$ cat config.mk
export PLATFORM = sky130hd
export DESIGN_NAME = frame_status
export DESIGN_NICKNAME = d
export VERILOG_FILES = /design/src/rtl/fstat_pkg.sv /design/src/rtl/raster_counter.sv /design/src/rtl/blank_fsm.sv /design/src/rtl/hfetch_flag.sv /design/src/rtl/frame_status.sv
export SDC_FILE = /design/constraint.sdc
export NUM_CORES = 1
export LEC_CHECK = 0
export CAP_MARGIN = 40
export CORE_MARGIN = 2
export CORE_UTILIZATION = 30
export DETAILED_ROUTE_END_ITERATION = 6
export HOLD_SLACK_MARGIN = 0.1
export PLACE_DENSITY_LB_ADDON = 0.15
export SLEW_MARGIN = 20
export SYNTH_ARGS = -nofsm -noshare
export SYNTH_HDL_FRONTEND = slang
export SYNTH_SLANG_ARGS = --single-unit
$ cat constraint.sdc
create_clock -name clk -period 4.7 [get_ports clk]
set_input_delay 0.94 -clock clk [delete_from_list [all_inputs] [get_ports clk]]
set_output_delay 0.94 -clock clk [all_outputs]
set_load 0.03 [all_outputs]
$ cat src/rtl/fstat_pkg.sv
package fstat_pkg;

    typedef enum logic [1:0] {
        ST_DISPLAY     = 2'd0,
        ST_BLANK_SET   = 2'd1,
        ST_BLANK_ACKED = 2'd2
    } vphase_e;

    localparam int STATUS_W  = 8;
    localparam int VFLAG_BIT = 7;
    localparam int HFLAG_BIT = 6;

endpackage

$ cat src/rtl/raster_counter.sv
module raster_counter #(
    parameter int COLS      = 341,
    parameter int LINES     = 262,
    parameter int VBL_START = 232,
    parameter int VBL_END   = 8,
    localparam int COL_W    = $clog2(COLS),
    localparam int LINE_W   = $clog2(LINES)
) (
    input  logic              clk,
    input  logic              rst,
    output logic [COL_W-1:0]  col_o,
    output logic [LINE_W-1:0] line_o,
    output logic              ev_start_o,
    output logic              ev_end_o
);

    localparam logic [COL_W-1:0]  LAST_COL   = COL_W'(COLS - 1);
    localparam logic [LINE_W-1:0] LAST_LINE  = LINE_W'(LINES - 1);
    localparam int                START_PREV = (VBL_START == 0) ? LINES - 1 : VBL_START - 1;
    localparam int                END_PREV   = (VBL_END == 0) ? LINES - 1 : VBL_END - 1;
    localparam logic [LINE_W-1:0] START_PV   = LINE_W'(START_PREV);
    localparam logic [LINE_W-1:0] END_PV     = LINE_W'(END_PREV);

    logic [COL_W-1:0]  col_q;
    logic [LINE_W-1:0] line_q;
    logic              col_wrap;

    assign col_wrap = (col_q == LAST_COL);

    always_ff @(posedge clk) begin
        if (rst) begin
            col_q  <= '0;
            line_q <= '0;
        end else if (col_wrap) begin
            col_q  <= '0;
            line_q <= (line_q == LAST_LINE) ? '0 : line_q + 1'b1;
        end else begin
            col_q  <= col_q + 1'b1;
        end
    end

    // Events are true on the cycle whose following edge enters the target position.
    assign ev_start_o = col_wrap && (line_q == START_PV);
    assign ev_end_o   = col_wrap && (line_q == END_PV);
    assign col_o      = col_q;
    assign line_o     = line_q;

    p_col_wrap_r1: assert property (@(posedge clk) disable iff (rst)
        (col_q == LAST_COL) |=> (col_q == '0));
    p_col_step_r1: assert property (@(posedge clk) disable iff (rst)
        (col_q != LAST_COL) |=> (col_q == COL_W'($past(col_q) + 1'b1)));
    p_line_hold_r1: assert property (@(posedge clk) disable iff (rst)
        (col_q != LAST_COL) |=> $stable(line_q));

endmodule

$ cat src/rtl/blank_fsm.sv
module blank_fsm
    import fstat_pkg::*;
#(
    parameter int VBL_END = 8
) (
    input  logic    clk,
    input  logic    rst,
    input  logic    ev_start_i,
    input  logic    ev_end_i,
    input  logic    rd_i,
    input  logic    nmi_en_i,
    output vphase_e phase_o,
    output logic    nmi_o
);

    // Line 0 lies inside the blanking interval whenever blanking ends after it.
    localparam vphase_e RST_PHASE = (VBL_END > 0) ? ST_BLANK_ACKED : ST_DISPLAY;

    vphase_e state_q, state_d;
    logic    nmi_q;

    always_ff @(posedge clk) begin
        if (rst) state_q <= RST_PHASE;
        else     state_q <= state_d;
    end

    always_comb begin
        state_d = state_q;
        unique case (state_q)
            ST_DISPLAY: begin
                if (ev_start_i) state_d = ST_BLANK_SET;
            end
            ST_BLANK_SET: begin
                if (ev_end_i)        state_d = ST_DISPLAY;
                else if (ev_start_i) state_d = ST_BLANK_SET;
                else if (rd_i)       state_d = ST_BLANK_ACKED;
            end
            ST_BLANK_ACKED: begin
                if (ev_end_i)        state_d = ST_DISPLAY;
                else if (ev_start_i) state_d = ST_BLANK_SET;
            end
            default: state_d = RST_PHASE;
        endcase
    end

    always_ff @(posedge clk) begin
        if (rst) nmi_q <= 1'b0;
        else     nmi_q <= ev_start_i && nmi_en_i;
    end

    assign phase_o = state_q;
    assign nmi_o   = nmi_q;

    p_set_wins_r5: assert property (@(posedge clk) disable iff (rst)
        (ev_start_i && !ev_end_i) |=> (state_q == ST_BLANK_SET));
    p_read_clears_r4: assert property (@(posedge clk) disable iff (rst)
        (state_q == ST_BLANK_SET && rd_i && !ev_end_i && !ev_start_i) |=> (state_q == ST_BLANK_ACKED));
    p_end_clears_r3: assert property (@(posedge clk) disable iff (rst)
        ev_end_i |=> (state_q == ST_DISPLAY));
    p_nmi_gated_r6: assert property (@(posedge clk) disable iff (rst)
        nmi_q |-> ($past(nmi_en_i) && state_q == ST_BLANK_SET));
    p_nmi_single_r6: assert property (@(posedge clk) disable iff (rst)
        nmi_q |=> !nmi_q);

endmodule

$ cat src/rtl/hfetch_flag.sv
module hfetch_flag
    import fstat_pkg::*;
#(
    parameter int COLS      = 341,
    parameter int FETCH_COL = 256,
    localparam int COL_W    = $clog2(COLS)
) (
    input  vphase_e          phase_i,
    input  logic [COL_W-1:0] col_i,
    output logic             hflag_o
);

    always_comb begin
        if (phase_i != ST_DISPLAY) hflag_o = 1'b1;
        else                       hflag_o = (int'(col_i) >= FETCH_COL);
    end

endmodule

$ cat src/rtl/frame_status.sv
module frame_status
    import fstat_pkg::*;
#(
    parameter int COLS      = 341,
    parameter int LINES     = 262,
    parameter int FETCH_COL = 256,
    parameter int VBL_START = 232,
    parameter int VBL_END   = 8,
    localparam int COL_W    = $clog2(COLS),
    localparam int LINE_W   = $clog2(LINES)
) (
    input  logic                clk,
    input  logic                rst,
    input  logic                nmi_en_i,
    input  logic                stat_rd_i,
    output logic [STATUS_W-1:0] status_o,
    output logic                nmi_o,
    output logic [LINE_W-1:0]   line_o,
    output logic [COL_W-1:0]    col_o
);

    logic    ev_start, ev_end, hflag;
    vphase_e phase;

    raster_counter #(
        .COLS(COLS), .LINES(LINES), .VBL_START(VBL_START), .VBL_END(VBL_END)
    ) u_cnt (
        .clk(clk), .rst(rst), .col_o(col_o), .line_o(line_o),
        .ev_start_o(ev_start), .ev_end_o(ev_end)
    );

    blank_fsm #(.VBL_END(VBL_END)) u_fsm (
        .clk(clk), .rst(rst), .ev_start_i(ev_start), .ev_end_i(ev_end),
        .rd_i(stat_rd_i), .nmi_en_i(nmi_en_i), .phase_o(phase), .nmi_o(nmi_o)
    );

    hfetch_flag #(.COLS(COLS), .FETCH_COL(FETCH_COL)) u_hf (
        .phase_i(phase), .col_i(col_o), .hflag_o(hflag)
    );

    always_comb begin
        status_o            = '0;
        status_o[VFLAG_BIT] = (phase == ST_BLANK_SET);
        status_o[HFLAG_BIT] = hflag;
    end

    p_nmi_with_flag_r6: assert property (@(posedge clk) disable iff (rst)
        nmi_o |-> status_o[VFLAG_BIT]);
    p_hflag_in_blank_r8: assert property (@(posedge clk) disable iff (rst)
        $rose(status_o[VFLAG_BIT]) |-> status_o[HFLAG_BIT]);
    p_vflag_at_start_r2: assert property (@(posedge clk) disable iff (rst)
        (line_o == LINE_W'(VBL_START) && col_o == '0) |-> status_o[VFLAG_BIT]);

endmodule

Word-level counts from Yosys, hierarchy flattened
Index checks and enable logic that the tools add are counted.
{"block": "totals", "ff_bits": 21, "ramBits": 0, "inputBits": 4, "latch_bits": 0, "mem_bits_ro": 0, "mem_count": 0, "output_inout_bits": 27}
{"block": "op_classes", "multipliers": 0, "n_shift": 0, "n_div": 0, "n_mux": 8, "n_eq_ne": 7, "add_sub_neg": 2, "n_bitwise": 0, "reduce_logical": 6, "magnitude_cmp": 1}
{"cell": "9-bit by 1-bit adder with 9-bit output, second input constant", "n": 2}
{"cell": "9-bit == test, second input constant", "n": 2}
{"cell": "2-bit 2-to-1 mux", "n": 5}
{"cell": "9-bit by 3-bit == test with 1-bit output, second input constant", "n": 1}
{"cell": "9-bit by 8-bit == test with 1-bit output, second input constant", "n": 1}
{"cell": "9-bit greater-or-equal comparator, second input constant", "n": 1}
{"cell": "9-bit 2-to-1 mux", "n": 1}
{"cell": "2-bit one-hot mux with 3 select lines", "n": 1}
{"cell": "4-bit by 2-bit inequality test with 1-bit output, second input constant", "n": 1}
{"cell": "1-bit logical AND", "n": 3}
{"cell": "2-bit by 1-bit == test with 1-bit output, second input constant", "n": 1}
{"cell": "2-bit == test, second input constant", "n": 1}
{"cell": "2-bit logical NOT", "n": 1}
{"cell": "2-bit nonzero test", "n": 1}
{"cell": "2-bit OR reduction", "n": 1}
{"cell": "1-bit 2-to-1 mux", "n": 1}

Depth between registers and ports, before layout
{"block": "depth", "depth_word": 5, "mapped_depth": 6, "mapped_depth_nobuf": 6}

By module
Synthesis repeated with hierarchy kept, for this count alone.
{"block": "unflattened", "cells_unflattened": 129, "hier_area_um2": 1087.3}
{"mod": "raster_counter", "seq_area_each_um2": 360.3, "cells_each": 106, "n_inst": 1, "area_each_um2": 895.9}
{"mod": "blank_fsm", "seq_area_each_um2": 60.1, "cells_each": 13, "n_inst": 1, "area_each_um2": 115.1}
{"mod": "frame_status", "seq_area_each_um2": 0.0, "cells_each": 9, "n_inst": 1, "area_each_um2": 70.1}
{"mod": "hfetch_flag", "seq_area_each_um2": 0.0, "cells_each": 1, "n_inst": 1, "area_each_um2": 6.3}

Worst setup path after synthesis
Ideal clock, no wire load.
{"block": "synth_path", "path_type": "reg2out", "start": "reg u_cnt.col_q[8], in the netlist u_cnt.col_o[8]", "end": "out status_o[6]", "path_buffers": 1, "setup_slack_ns": 2.833, "t_arrival_ns": 0.927, "stages_incl_launch_ff": 3, "path_cell_list": "dfxtp_1 or3_1 buf_4"}
{"block": "synth_via", "elab_chain_len": 2}
{"item": "start: declaration", "line": "raster_counter.sv:24", "rtl": "logic [COL_W-1:0] col_q;"}
{"item": "start signal: assignment", "line": "raster_counter.sv:38", "rtl": "col_q <= col_q + 1'b1;"}
{"item": "9-bit greater-or-equal comparator", "line": "hfetch_flag.sv:15", "rtl": "else hflag_o = (int'(col_i) >= FETCH_COL);"}
{"item": "1-bit 2-to-1 mux", "line": "hfetch_flag.sv:14", "rtl": "if (phase_i != ST_DISPLAY) hflag_o = 1'b1;"}
{"item": "end: declaration", "line": "frame_status.sv:16", "rtl": "output logic [STATUS_W-1:0] status_o,"}
No other way between the ends.

Worst setup path in the final report
{"block": "layout_path", "start": "reg u_fsm.state_q[1], in the netlist u_fsm.phase_o[1]", "end": "out status_o[6]"}
{"block": "layout_via", "elab_chain_len": 2}
{"item": "start: declaration", "line": "blank_fsm.sv:19", "rtl": "vphase_e state_q, state_d;"}
{"item": "start signal: assignment", "line": "blank_fsm.sv:24", "rtl": "else state_q <= state_d;"}
{"item": "2-bit nonzero test", "line": "hfetch_flag.sv:14"}
{"item": "1-bit 2-to-1 mux", "line": "hfetch_flag.sv:14"}
No other way between the ends.

==> flow_metrics.py <==
metrics = {
    "timing": {
        "min_period_ps": 2550,
        "period_share_pct": 54.2,
        "slew_violations": 0,
        "hold_viol": 0,
        "max_freq_mhz": 393,
        "setup_tns_ps": 0,
        "setup_ws_ps": 2150,
        "max_slew.worst_pin.slew_ps": 683,
        "maxSlewHeadroom_pct": 54.2,
        "setup_viol": 0,
        "skew_ps": 3.13,
        "hold_slack_ps": 523,
        "rsz0062_at_grt": "false",
    },
    "synthesis": {
        "ys.flop_type": "dfxtp_1",
        "yosys.area.top_type_share_pct": 38.6,
        "synth_edf_count": 0,
        "synth_area_per_cell_um2": 8.86,
        "synth_seq_cells": 21,
        "synth_area_leaders": "dfxtp_1, buf_4, xnor2_1",
        "synth_commonest_cells": "dfxtp_1, nor2_1, buf_4, nand3_1",
        "yosysWarnings": 0,
        "synth_area_leader_cell": "dfxtp_1",
        "synth.distinct_cells": 38,
        "ys_async_sr_fraction_pct": 0,
        "synth_most_common_cell": "dfxtp_1",
        "synth_cells": 123,
        "syn_area_um2": 1090,
        "ys_seq_area_share_pct": 38.6,
    },
    "die": {
        "core_area_um2": 3420,
        "num_rows": 21,
        "start_util_pct": 31.9,
        "dieWidth_um": 64.3,
        "die_area_um2": 4130,
        "die_h_um": 64.3,
        "pin_count": 31,
    },
    "grt": {
        "grt_overflow": 0,
        "grt_max_degree": 13,
        "first_global_vias": 869,
        "grt_pass1_wl_mm": 4.08,
        "track_usage_pct": 12.5,
        "antenna_found_initial": 0,
    },
    "clocking": {
        "htreeDepth": 1,
        "clock_sinks": 21,
        "cts_resized": 0,
        "numCtsBuffers": 3,
        "path_clk_slew_ps": 120,
        "clk_latency_ps": 300,
        "hold_buffers": 0,
        "cts_root_buffer": "clkbuf_4",
        "cts_tree": "yes",
        "cts_buffer_depth": 2,
        "postCtsSetupBuffers": 0,
    },
    "detailed_routing": {
        "drcViolationCount": 0,
        "ant_nets": 0,
        "dr.pass1.iters": 4,
        "vias": 953,
        "routedWlPerCell_um": 12.5,
        "wl_mm": 2.43,
        "drt_iter0_markers": 28,
        "drt-vias-per-instance": 4.89,
    },
    "power_and_ir_drop": {
        "p_leak_nw": 0.465,
        "sw_frac_of_total_pct": 25.7,
        "clkPwrFrac_pct": 29.2,
        "comb_power_share_pct": 9.1,
        "p_sw_mw": 0.0765,
        "intPower_mw": 0.221,
        "power_density_nw_per_um2": 215,
        "seqPwrFrac_pct": 61.7,
        "worst_ir_drop_vdd_mv": 0.0931,
    },
    "placed_design": {
        "portBuffers": 24,
        "place_hpwl_mm": 1.88,
        "gp_congestion": 0.802,
        "dp.cells": 191,
        "place_ws_ps": 2300,
    },
    "cells_and_area": {
        "final_util_pct": 40.4,
        "final_net_count": 158,
        "drive_above_1_share_pct": 7.38,
        "antenna_cells": 0,
        "areaGrowthSynthToFinish_pct": 26.8,
        "stdcell_count": 195,
    },
    "worst_setup_path": {
        "worstPathArrival_ps": 1610,
        "critPathTopFamily": "buffers and inverters",
        "worstSetupEndpointType": "output port",
        "worstSetupPathType": "reg2out",
        "required_ps": 3760,
        "critical_path.cell_chain": "or3_1 -> clkdlybuf4s50_1",
        "worst-path-buf-inv": 1,
        "crit_slowest_cell": "clkdlybuf4s50_1",
        "crit_path_start_kind": "flip-flop",
        "path_max_fanout": 4,
        "slowest_delay_ps": 590,
    },
    "min_path": {
        "min_path_type": "reg2reg",
    },
    "run_status": {
        "status": "finished clean",
    },
    "flow_run": {
        "max-cap-violations": 0,
    },
}
-- final cells by class --
cell class,count,area [um^2]
clock inverter,1,5.00
sequential,21,420
tap,46,57.6
inverter,6,22.5
fill,370,2030
multi-input combinational,94,613
clock buffer,3,22.5
timing repair buffer,24,240
-- flip-flops by register name (all words and copies together) (netlist names) --
| signal | flops |
|---|---|
| u_cnt.col_o | 9 |
| u_cnt.line_o | 9 |
| u_fsm.phase_o | 2 |
| u_fsm.nmi_o | 1 |
-- final timing paths --
| kind | cells past startpoint | end | startpoint | slack (ps) |
|---|---|---|---|---|
| setup / recovery | 2 | status_o[6] | u_fsm.phase_o[1] | 2150 |
| hold / removal | 1 | u_fsm.phase_o[0] | u_fsm.phase_o[1] | 520 |
| setup reg to reg | 6 | u_cnt.line_o[2] | u_cnt.col_o[0] | 2890 |
| hold reg to reg | 1 | u_fsm.phase_o[0] | u_fsm.phase_o[1] | 520 |
-- stage by stage --
stage	cell area (um^2)	power, mW
final	1380	0.297
after global routing	1380	0.310
after CTS	1380	0.304
after detailed placement	1350	0.215
after global placement	1350	0.215
after floorplan	1110	0.208
-- cell usage in the layout (no fill, tap or decap), types with 2 or more instances in the layout --
cell type / instances
inv_1: 6
xor2_1: 4
nor3b_1: 2
nor2_1: 13
conb_1: 6
clkdlybuf4s50_1: 24
nor4_1: 2
a21oi_1: 4
nand3_1: 7
nor2b_1: 4
clkbuf_4: 3
nand2_1: 6
xnor2_1: 6
nor3_1: 3
nand4_1: 3
o21ai_1: 2
ha_1: 4
dfxtp_1: 21
or3_1: 3
and3_1: 2
o21ai_0: 3
o31ai_1: 3
-- kinds of logic after synthesis --
logic type | synth area share, %
AOI/OAI and AO/OA | 9.30
other | 0.344
and+or+nand+nor | 31.2
muxes | 1.03
adders and majority gates | 4.59
buffers and inverters | 6.89
xor gates and xnor gates | 8.04
DFF | 38.6
-- power by group through the flow --
stage | logic, mW | clock network, mW | registers [mW]
global route | 0.0290 | 0.0962 | 0.184
global placement | 0.0273 | 0 | 0.188
detailed placement | 0.0270 | 0 | 0.188
floorplan | 0.0170 | 0 | 0.191
CTS | 0.0273 | 0.0931 | 0.184
finish | 0.0271 | 0.0867 | 0.183
-- per-layer routing --
layer / global-route usage [%] / part of all wire, %
met1: 16.1 / 48
met2: 20.3 / 47
met3: 1.58 / 3.2
met4: 6.38 / 1.1
met5: 0 / 0
No activity file was read; power rests on OpenSTA's default activity.
